## src/rtl/grp_act_pkg.sv

```systemverilog
package grp_act_pkg;
  localparam int WORD_W    = 32;
  localparam int TYPE_LSB  = 4;
  localparam int TYPE_W    = 3;
  localparam int INSTR_LSB = 7;
  localparam int INSTR_W   = 3;
  localparam int FRM_LSB   = 10;
  localparam int IDX_LSB   = 17;

  localparam logic [TYPE_W-1:0]  SHORT_INSTR_TYPE = 3'b001;
  localparam logic [INSTR_W-1:0] TEMP_ACT_INSTR   = 3'b000;
endpackage

```

## src/rtl/grp_rst_sync.sv

```systemverilog
module grp_rst_sync (
  input  logic clk,
  input  logic rst_n,
  output logic rst_sync_n
);
  logic stage_q;

  always_ff @(posedge clk or negedge rst_n) begin
    if (!rst_n) begin
      stage_q    <= 1'b0;
      rst_sync_n <= 1'b0;
    end else begin
      stage_q    <= 1'b1;
      rst_sync_n <= stage_q;
    end
  end
endmodule

```

## src/rtl/grp_vec_decode.sv

```systemverilog
module grp_vec_decode
  import grp_act_pkg::*;
#(
  parameter int FRAME_W = 7,
  parameter int IDX_W   = 4
) (
  input  logic               vec_valid,
  input  logic [WORD_W-1:0]  vec_word,
  output logic               act,
  output logic [IDX_W-1:0]   act_idx,
  output logic [FRAME_W-1:0] act_frame
);
  logic [TYPE_W-1:0]  vtype;
  logic [INSTR_W-1:0] instr;
  logic               unused_bits;

  always_comb begin
    vtype     = vec_word[TYPE_LSB  +: TYPE_W];
    instr     = vec_word[INSTR_LSB +: INSTR_W];
    act_frame = vec_word[FRM_LSB   +: FRAME_W];
    act_idx   = vec_word[IDX_LSB   +: IDX_W];
    act       = vec_valid && (vtype == SHORT_INSTR_TYPE) && (instr == TEMP_ACT_INSTR);
  end

  assign unused_bits = ^{vec_word[WORD_W-1:IDX_LSB+IDX_W], vec_word[TYPE_LSB-1:0]};
endmodule

```

## src/rtl/grp_frame_track.sv

```systemverilog
module grp_frame_track #(
  parameter int FRAME_W = 7
) (
  input  logic               clk,
  input  logic               rst_n,
  input  logic               frame_tick,
  input  logic [FRAME_W-1:0] frame_num,
  output logic [FRAME_W-1:0] cur_frame,
  output logic               cur_ok,
  output logic               leave
);
  logic [FRAME_W-1:0] cur_frame_d, cur_frame_q;
  logic               cur_ok_d, cur_ok_q;
  logic               upd_en;

  always_comb begin
    cur_frame_d = cur_frame_q;
    cur_ok_d    = cur_ok_q;
    upd_en      = frame_tick;
    if (frame_tick) begin
      cur_frame_d = frame_num;
      cur_ok_d    = 1'b1;
    end
    leave = frame_tick && cur_ok_q && (frame_num != cur_frame_q);
  end

  always_ff @(posedge clk or negedge rst_n) begin
    if (!rst_n) begin
      cur_frame_q <= '0;
      cur_ok_q    <= 1'b0;
    end else if (upd_en) begin
      cur_frame_q <= cur_frame_d;
      cur_ok_q    <= cur_ok_d;
    end
  end

  assign cur_frame = cur_frame_q;
  assign cur_ok    = cur_ok_q;
endmodule

```

## src/rtl/grp_entry_table.sv

```systemverilog
module grp_entry_table #(
  parameter int FRAME_W = 7,
  parameter int IDX_W   = 4,
  localparam int ENTRIES = 1 << IDX_W
) (
  input  logic                       clk,
  input  logic                       rst_n,
  input  logic                       wr,
  input  logic [IDX_W-1:0]           wr_idx,
  input  logic [FRAME_W-1:0]         wr_frame,
  input  logic                       leave,
  input  logic [FRAME_W-1:0]         leave_frame,
  output logic [ENTRIES-1:0]         ent_valid,
  output logic [ENTRIES*FRAME_W-1:0] ent_frame
);
  for (genvar i = 0; i < ENTRIES; i++) begin : g_slot
    logic               v_d, v_q;
    logic [FRAME_W-1:0] f_d, f_q;
    logic               hit_wr, hit_clr, en;

    always_comb begin
      hit_wr  = wr && (wr_idx == IDX_W'(i));
      hit_clr = leave && v_q && (f_q == leave_frame);
      en      = hit_wr || hit_clr;
      v_d     = v_q;
      f_d     = f_q;
      if (hit_clr) v_d = 1'b0;
      if (hit_wr) begin
        v_d = 1'b1;
        f_d = wr_frame;
      end
    end

    always_ff @(posedge clk or negedge rst_n) begin
      if (!rst_n) begin
        v_q <= 1'b0;
        f_q <= '0;
      end else if (en) begin
        v_q <= v_d;
        f_q <= f_d;
      end
    end

    assign ent_valid[i]                   = v_q;
    assign ent_frame[i*FRAME_W +: FRAME_W] = f_q;
  end
endmodule

```

## src/rtl/grp_addr_match.sv

```systemverilog
module grp_addr_match #(
  parameter int               FRAME_W   = 7,
  parameter int               IDX_W     = 4,
  parameter int               ADDR_W    = 21,
  parameter logic [ADDR_W-1:0] BASE_ADDR = 21'h1F7800,
  localparam int              ENTRIES   = 1 << IDX_W
) (
  input  logic [ADDR_W-1:0]          chk_addr,
  input  logic [FRAME_W-1:0]         cur_frame,
  input  logic                       cur_ok,
  input  logic [ENTRIES-1:0]         ent_valid,
  input  logic [ENTRIES*FRAME_W-1:0] ent_frame,
  output logic                       match
);
  logic               in_range;
  logic [IDX_W-1:0]   sel;
  logic [FRAME_W-1:0] sel_frame;
  logic               unused_base;

  always_comb begin
    in_range  = (chk_addr[ADDR_W-1:IDX_W] == BASE_ADDR[ADDR_W-1:IDX_W]);
    sel       = chk_addr[IDX_W-1:0];
    sel_frame = ent_frame[sel*FRAME_W +: FRAME_W];
    match     = cur_ok && in_range && ent_valid[sel] && (sel_frame == cur_frame);
  end

  assign unused_base = ^BASE_ADDR[IDX_W-1:0];
endmodule

```

## src/rtl/grp_addr_activator.sv

```systemverilog
module grp_addr_activator
  import grp_act_pkg::*;
#(
  parameter int               FRAME_W   = 7,
  parameter int               IDX_W     = 4,
  parameter int               ADDR_W    = 21,
  parameter logic [ADDR_W-1:0] BASE_ADDR = 21'h1F7800
) (
  input  logic                             clk,
  input  logic                             rst_n,
  input  logic                             vec_valid,
  input  logic [WORD_W-1:0]                vec_word,
  input  logic                             frame_tick,
  input  logic [FRAME_W-1:0]               frame_num,
  input  logic [ADDR_W-1:0]                chk_addr,
  output logic                             match,
  output logic [(1<<IDX_W)-1:0]            armed_valid,
  output logic [(1<<IDX_W)*FRAME_W-1:0]    armed_frame
);
  logic               rst_sync_n;
  logic               act;
  logic [IDX_W-1:0]   act_idx;
  logic [FRAME_W-1:0] act_frame;
  logic [FRAME_W-1:0] cur_frame;
  logic               cur_ok;
  logic               leave;

  grp_rst_sync u_rst (
    .clk        (clk),
    .rst_n      (rst_n),
    .rst_sync_n (rst_sync_n)
  );

  grp_vec_decode #(.FRAME_W(FRAME_W), .IDX_W(IDX_W)) u_dec (
    .vec_valid (vec_valid),
    .vec_word  (vec_word),
    .act       (act),
    .act_idx   (act_idx),
    .act_frame (act_frame)
  );

  grp_frame_track #(.FRAME_W(FRAME_W)) u_frm (
    .clk        (clk),
    .rst_n      (rst_sync_n),
    .frame_tick (frame_tick),
    .frame_num  (frame_num),
    .cur_frame  (cur_frame),
    .cur_ok     (cur_ok),
    .leave      (leave)
  );

  grp_entry_table #(.FRAME_W(FRAME_W), .IDX_W(IDX_W)) u_tab (
    .clk         (clk),
    .rst_n       (rst_sync_n),
    .wr          (act),
    .wr_idx      (act_idx),
    .wr_frame    (act_frame),
    .leave       (leave),
    .leave_frame (cur_frame),
    .ent_valid   (armed_valid),
    .ent_frame   (armed_frame)
  );

  grp_addr_match #(
    .FRAME_W(FRAME_W), .IDX_W(IDX_W), .ADDR_W(ADDR_W), .BASE_ADDR(BASE_ADDR)
  ) u_match (
    .chk_addr  (chk_addr),
    .cur_frame (cur_frame),
    .cur_ok    (cur_ok),
    .ent_valid (armed_valid),
    .ent_frame (armed_frame),
    .match     (match)
  );
endmodule

```

## config.mk

```make
export PLATFORM = sky130hd
export DESIGN_NAME = grp_addr_activator
export DESIGN_NICKNAME = d
export VERILOG_FILES = /design/src/rtl/grp_act_pkg.sv /design/src/rtl/grp_rst_sync.sv /design/src/rtl/grp_vec_decode.sv /design/src/rtl/grp_frame_track.sv /design/src/rtl/grp_entry_table.sv /design/src/rtl/grp_addr_match.sv /design/src/rtl/grp_addr_activator.sv
export SDC_FILE = /design/constraint.sdc
export NUM_CORES = 1
export LEC_CHECK = 0
export BUFFER_PORTS_ARGS = -buffer_cell sky130_fd_sc_hd__buf_2
export CORE_ASPECT_RATIO = 1.1
export CORE_UTILIZATION = 54
export DETAILED_ROUTE_END_ITERATION = 8
export PLACE_DENSITY_LB_ADDON = 0.05
export SYNTH_ARGS = -nofsm -noshare
export SYNTH_HDL_FRONTEND = slang
export SYNTH_SLANG_ARGS = --single-unit
```

## constraint.sdc

```tcl
create_clock -name clk -period 4.7 [get_ports clk]
set_input_delay 0.47 -clock clk [delete_from_list [all_inputs] [get_ports clk]]
set_output_delay 0.47 -clock clk [all_outputs]
set_load 0.05 [all_outputs]
```

# Word level (Yosys, flattened, before mapping)
# Index checks and enable logic that the tools add are counted.
[word_totals]
reg_bits = 138
inputBits = 64
output_inout_bits = 129
elab_cells = 229
[classes]
mul = 1
n_lt_le_gt_ge = 1
n_eq_ne = 35
shifts = 1
mux = 34
n_reduce_logical = 121
[op_table]
columns = ["op", "n"]
rows = [
  ["equality test 7 bit", 17],
  ["indexed part select 112 x 8 -> 7 bit", 1],
  ["AND reduction 2 bit", 32],
  ["logical AND 1 bit", 55],
  ["two-way mux 1 bit", 33],
  ["equality test 4 bit (second input constant)", 8],
  ["nonzero test 2 bit", 16],
  ["equality test 17 bit (second input constant)", 1],
  ["equality test 4 x 3 -> 1 bit (second input constant)", 4],
  ["logical OR 1 bit", 16],
  ["equality test 4 x 2 -> 1 bit (second input constant)", 2],
  ["multiplier 4 x 3 -> 7 bit (second input constant)", 1],
  ["!= test 7 bit", 1],
  ["less-than comparator 4 x 5 -> 1 bit (second input constant)", 1],
  ["binary-select mux 1 bit (select 4 bit)", 1],
  ["equality test 4 x 1 -> 1 bit (second input constant)", 1],
  ["zero test 4 bit", 1],
  ["equality test 3 x 1 -> 1 bit (second input constant)", 1],
  ["zero test 3 bit", 1],
]

# Logic depth before layout (Yosys ltp)
[logic_depth]
depth_word = 6
depth_mapped = 9
mapped_depth_nobuf = 6

# By module
# A second synthesis with hierarchy kept.
[unflattened]
hier_cells = 643
area_unflattened_um2 = 8005.2
[by_module_without_submodules]
columns = ["module", "instances", "cells_each", "area_each_um2"]
rows = [
  ["grp_entry_table", 1, 487, 6241.0],
  ["grp_addr_match", 1, 112, 1236.2],
  ["grp_frame_track", 1, 27, 370.4],
  ["grp_vec_decode", 1, 14, 103.8],
  ["grp_rst_sync", 1, 3, 53.8],
]

# Worst setup path after synthesis
# Ideal clock, no wire load.
[synth_path]
path_type = "input to output"
from = "input chk_addr[0]"
to = "output match"
arrival_ns = 2.878
slack_ns = 1.352
cell_stages = 8
n_path_buf = 2
cell_sequence = "buf_6 buf_6 mux4_2 xor2_1 nor4_1 a211oi_1 a2111oi_0 nor4b_2"
[synth_via]
elab_chain_cells = 4
[synth_rtl]
columns = ["element", "line_no", "text"]
rows = [
  ["start, declared", "grp_addr_activator.sv:15", "input logic [ADDR_W-1:0] chk_addr,"],
  ["multiplier 4 x 3 -> 7 bit / binary-select mux 1 bit (select 4 bit) (equally long branches)", "grp_addr_match.sv:23, grp_addr_match.sv:24", ""],
  ["indexed part select 112 x 8 -> 7 bit / two-way mux 1 bit (equally long branches)", "grp_addr_match.sv:23, grp_addr_match.sv:24", ""],
  ["equality test 7 bit / logical AND 1 bit (equally long branches)", "grp_addr_match.sv:24", "match = cur_ok && in_range && ent_valid[sel] && (sel_frame == cur_frame);"],
  ["logical AND 1 bit (*)", "grp_addr_match.sv:24", ""],
  ["end, declared", "grp_addr_activator.sv:16", "output logic match,"],
]
# Mark *: on every way between the ends. The rest lies on a longest branch, timed or not. The select of a mux whose other input is x is not followed.

# Worst setup path after layout
# Same ends and word-level chain as after synthesis.

==> key figures <==
Outcome
  • Status: complete, no violations

Cells and area
  • Share of cells above drive strength 1: 0.492
  • FILL cells: 1120
  • Nets: 850
  • Area growth syn-to-layout: 19.1%

Flow run
  • Max-cap viol count: 0

Synthesis
  • Synthesized Nets: 700
  • Gate Count Post-Synth: 636
  • Sequential share of the synthesized area: 0.432
  • Post-synth EDFFs: 0
  • Synth cell types: between 50 and 60
  • Mapped Area: 8000 um^2
  • Synth Area per Inst: 12.6 um^2
  • Post-synth ARST share: 1.00
  • Top_reg_cell synth: dfrtp_1
  • FF+latch count, synth: about 140
  • Yosys warns: 0

Worst setup path
  • WP buf/inv: 3
  • Setup CP Type: in2out
  • Worst path required time: about 4200 ps
  • Max incr delay on CP: 410 ps
  • Crit-path leading delay family: buffers and inverters
  • Slowest cell on crit path: mux2_2
  • CP max FO: 12
  • CP most frequent cell: buf_2
  • CP Capture Type: output pin
  • Worst Path Arrival: 3200 ps
  • Setup crit start kind: primary input
  • CP cell instances: buf_2 -> buf_4 -> or2b_1 -> o22ai_1 -> a221oi_1 -> mux2_2 -> a2111oi_0 -> nor4b_2 -> buf_2

Power
  • Leakage power: 4.82 nW
  • Clock share of power: 0.462
  • Part of the power in registers: 0.412
  • Maximum VDD drop: 226 uV
  • PwrDens: 327 nW/um^2
  • Sw frac: 0.265
  • Power Internal: 0.00229 W
  • Psw: slightly above 0.0008 W
  • Comb pwr share: 0.126

Clock tree
  • Clk root buf: clkbuf_16
  • Clock-pin slew on the worst setup and hold paths: 60 ps
  • Post-cts resize count: 0
  • TritonCTS Sinks: 138
  • Clock Latency Late Sink: ~430 ps
  • H-Tree Depth: 4
  • Hold buffers post-CTS: 1
  • Clock Path Buffers: 2
  • Total CTS buffers: 17
  • Post-CTS Setup Bufs: 0
  • TritonCTS clock tree: built

GRT
  • Initial antenna violation count: 1
  • Vias in the first global route: 6017
  • Total GRT Usage: 0.318
  • Largest net degree at the start of global routing: 137
  • First-pass GRT wire length: 35900 um
  • Grt ovf: 0

Timing
  • Total Negative Setup Slacks: 0 ps
  • Worst-Margin Slew: 1120 ps
  • Final setup fails: 0
  • Min setup slack post-route: between 1000 and 1500 ps
  • Tcrit/Tclk final: 0.780
  • Slew Viols, Final: 0
  • Final setup skew: 9.01 ps
  • Hold Fails Final Rpt: 0
  • Final min period: 3670 ps
  • Relative slew slack: 0.254
  • RSZ-0062 raised after global routing: false
  • F_max: 0.273 GHz

Floorplanning
  • Die ar.: between 15000 and 20000 um^2
  • Initial Utilization: 0.554
  • Io pins: 193
  • Placement Rows: 46
  • Core ar.: 14400 um^2
  • Die Span Y: 130 um
  • Horiz. Die Dim: 118 um

Detailed routing
  • Detail Route Antenna Nets: 0
  • Overall via count from detail_route: 5992
  • DRC Markers: 0
  • DR iter-0 viols: 513
  • DRT Wirelength: 23100 um
  • Wire per inst: 23.3 um
  • DR vias/cell: 6.04
  • DR pass1 iterations: 5

Worst hold path
  • HP Class: in2reg

Place
  • Final GP Congestion: 0.933
  • HPWL Detailed: around 17000 um
  • IO Port Bufs: 177
  • Placement Setup Slack: a little over 1000 ps
[worst reg2reg max path, delay by kind of cell (launching register included)]
| family | cells | cell delay [ps] |
|---|---|---|
| xor gates and xnor gates | 1 | 150 |
| AOI/OAI and AO/OA | 1 | 220 |
| DFF | 1 | 1040 |
| and+or+nand+nor | 4 | 1170 |
[worst paths after layout]
path / slack, ps / cells past startpoint / end / from
setup / recovery: 1030 / 9 / match / chk_addr[0]
hold / removal: 300 / 2 / u_frm.cur_frame[0]$_DFFE_PN0P_ / frame_num[0]
setup reg to reg: 2040 / 6 / u_tab.g_slot[3].v_q$_DFFE_PN0P_ / u_frm.cur_frame[4]$_DFFE_PN0P_
hold reg to reg: 360 / 0 / u_rst.rst_sync_n$_DFF_PN0_ / u_rst.stage_q$_DFF_PN0_
max in group asynchronous: 3720 / 1 / u_tab.g_slot[5].v_q$_DFFE_PN0P_ / u_rst.rst_sync_n$_DFF_PN0_
min in group asynchronous: 350 / 2 / u_rst.rst_sync_n$_DFF_PN0_ / rst_n
[synth_stat cells (2+ instances only)]
cell type	n	area [um^2]
mux4_2	24	541
nand4_1	18	113
xnor2_1	51	447
nor4_1	19	119
mux2_2	128	1440
a211oi_1	5	37.5
nand2_1	9	33.8
nand2_2	3	18.8
nor4b_1	2	17.5
nand3_2	2	20.0
nor2_2	9	56.3
buf_6	6	67.6
o22ai_1	3	18.8
o21ai_0	29	145
buf_2	3	15.0
mux2i_1	15	150
nor2_1	2	7.51
nand3_1	3	15.0
clkbuf_1	16	60.1
dfrtp_1	138	3450
nand2b_1	9	56.3
a22o_1	2	17.5
nor3_4	3	48.8
buf_4	18	135
buf_1	12	45.0
nor2b_1	5	31.3
nor3_1	2	10.0
xor2_1	76	666
[cells in the final DEF, fill, tap and decap left out, drive strengths merged, types with 2 or more instances in the layout]
master  Yosys  layout
nor4b       4       4
nor2       11      11
mux2i      15      15
nand3       5       5
xor2       76      76
a211oi      5       5
xnor2      51      51
clkbuf     16      20
o22ai       3       3
nor2b       5       5
nor4       19      19
a22o        2       2
nand2      12      12
mux4       24      24
nand3b      2       2
nand4      18      18
o21ai      29      29
nor3        5       5
dfrtp     138     138
and2b       2       2
bufinv      0       4
mux2      128     128
clkinv      0       7
or2         2       2
nand2b      9       9
buf        39     185
[per-stage QoR]
stage               utilization  cell area (um^2)  instances  power, W  hold WS [ps]
global route              0.659              9520        991   0.00321           312
floorplan                     -              8000        636   0.00158           174
finish                    0.659              9530        992   0.00311           304
CTS                       0.659              9520        991   0.00313           293
global placement          0.614              8880        958   0.00168           255
detailed placement        0.614              8880        958   0.00169           257
[flip-flops by register name, indices dropped and copies added, names as in the netlist]
| register | cells |
|---|---|
| u_tab.g_slot.f_q | 112 |
| u_frm.cur_ok | 1 |
| u_frm.cur_frame | 7 |
| u_rst.stage_q | 1 |
| u_rst.rst_sync_n | 1 |
| u_tab.g_slot.v_q | 16 |
[routing by layer]
metal	track usage	vias up	wire (um)
met4	0.101	0	412
met1	0.439	3091	10300
met2	0.494	277	10800
li1	-	2591	-
met5	0	-	0
met3	0.0792	33	1580
[power groups by stage]
| stage | clock network (W) | logic, W | registers, W |
|---|---|---|---|
| 4_1_cts | 0.00146 | 0.000391 | 0.00128 |
| 6_report | 0.00144 | 0.000393 | 0.00128 |
| 3_3_place_gp | 0 | 0.000379 | 0.00130 |
| 2_1_floorplan | 0 | 0.000255 | 0.00132 |
| 3_5_place_dp | 0 | 0.000387 | 0.00130 |
| 5_1_grt | 0.00150 | 0.000420 | 0.00129 |
[cells by family (layout without fill, tap and decap cells)]
group,after synthesis,count (layout),share of synthesized area
AO/OA/AOI/OAI,46,46,0.0347
XOR/XNOR,127,127,0.139
buffers and inverters,56,219,0.0408
flip-flops,138,138,0.432
multiplexers,167,167,0.267
other,1,2,0.000469
AND/OR/NAND/NOR,101,101,0.0865
[cell type report]
class / instances / area [um^2] / area share
Inverter: 1 / 3.75 / 0.000394
Sequential cell: 138 / 3460 / 0.363
Clock inverter: 12 / 170 / 0.0179
Timing Repair Buffer: 186 / 968 / 0.102
Antenna cell: 1 / 2.50 / 0.000263
Tap cell: 192 / 240 / 0.0252
Clock buffer: 20 / 467 / 0.0490
Multi-Input combinational cell: 442 / 4220 / 0.443
No activity file was read; power rests on OpenSTA's default activity.
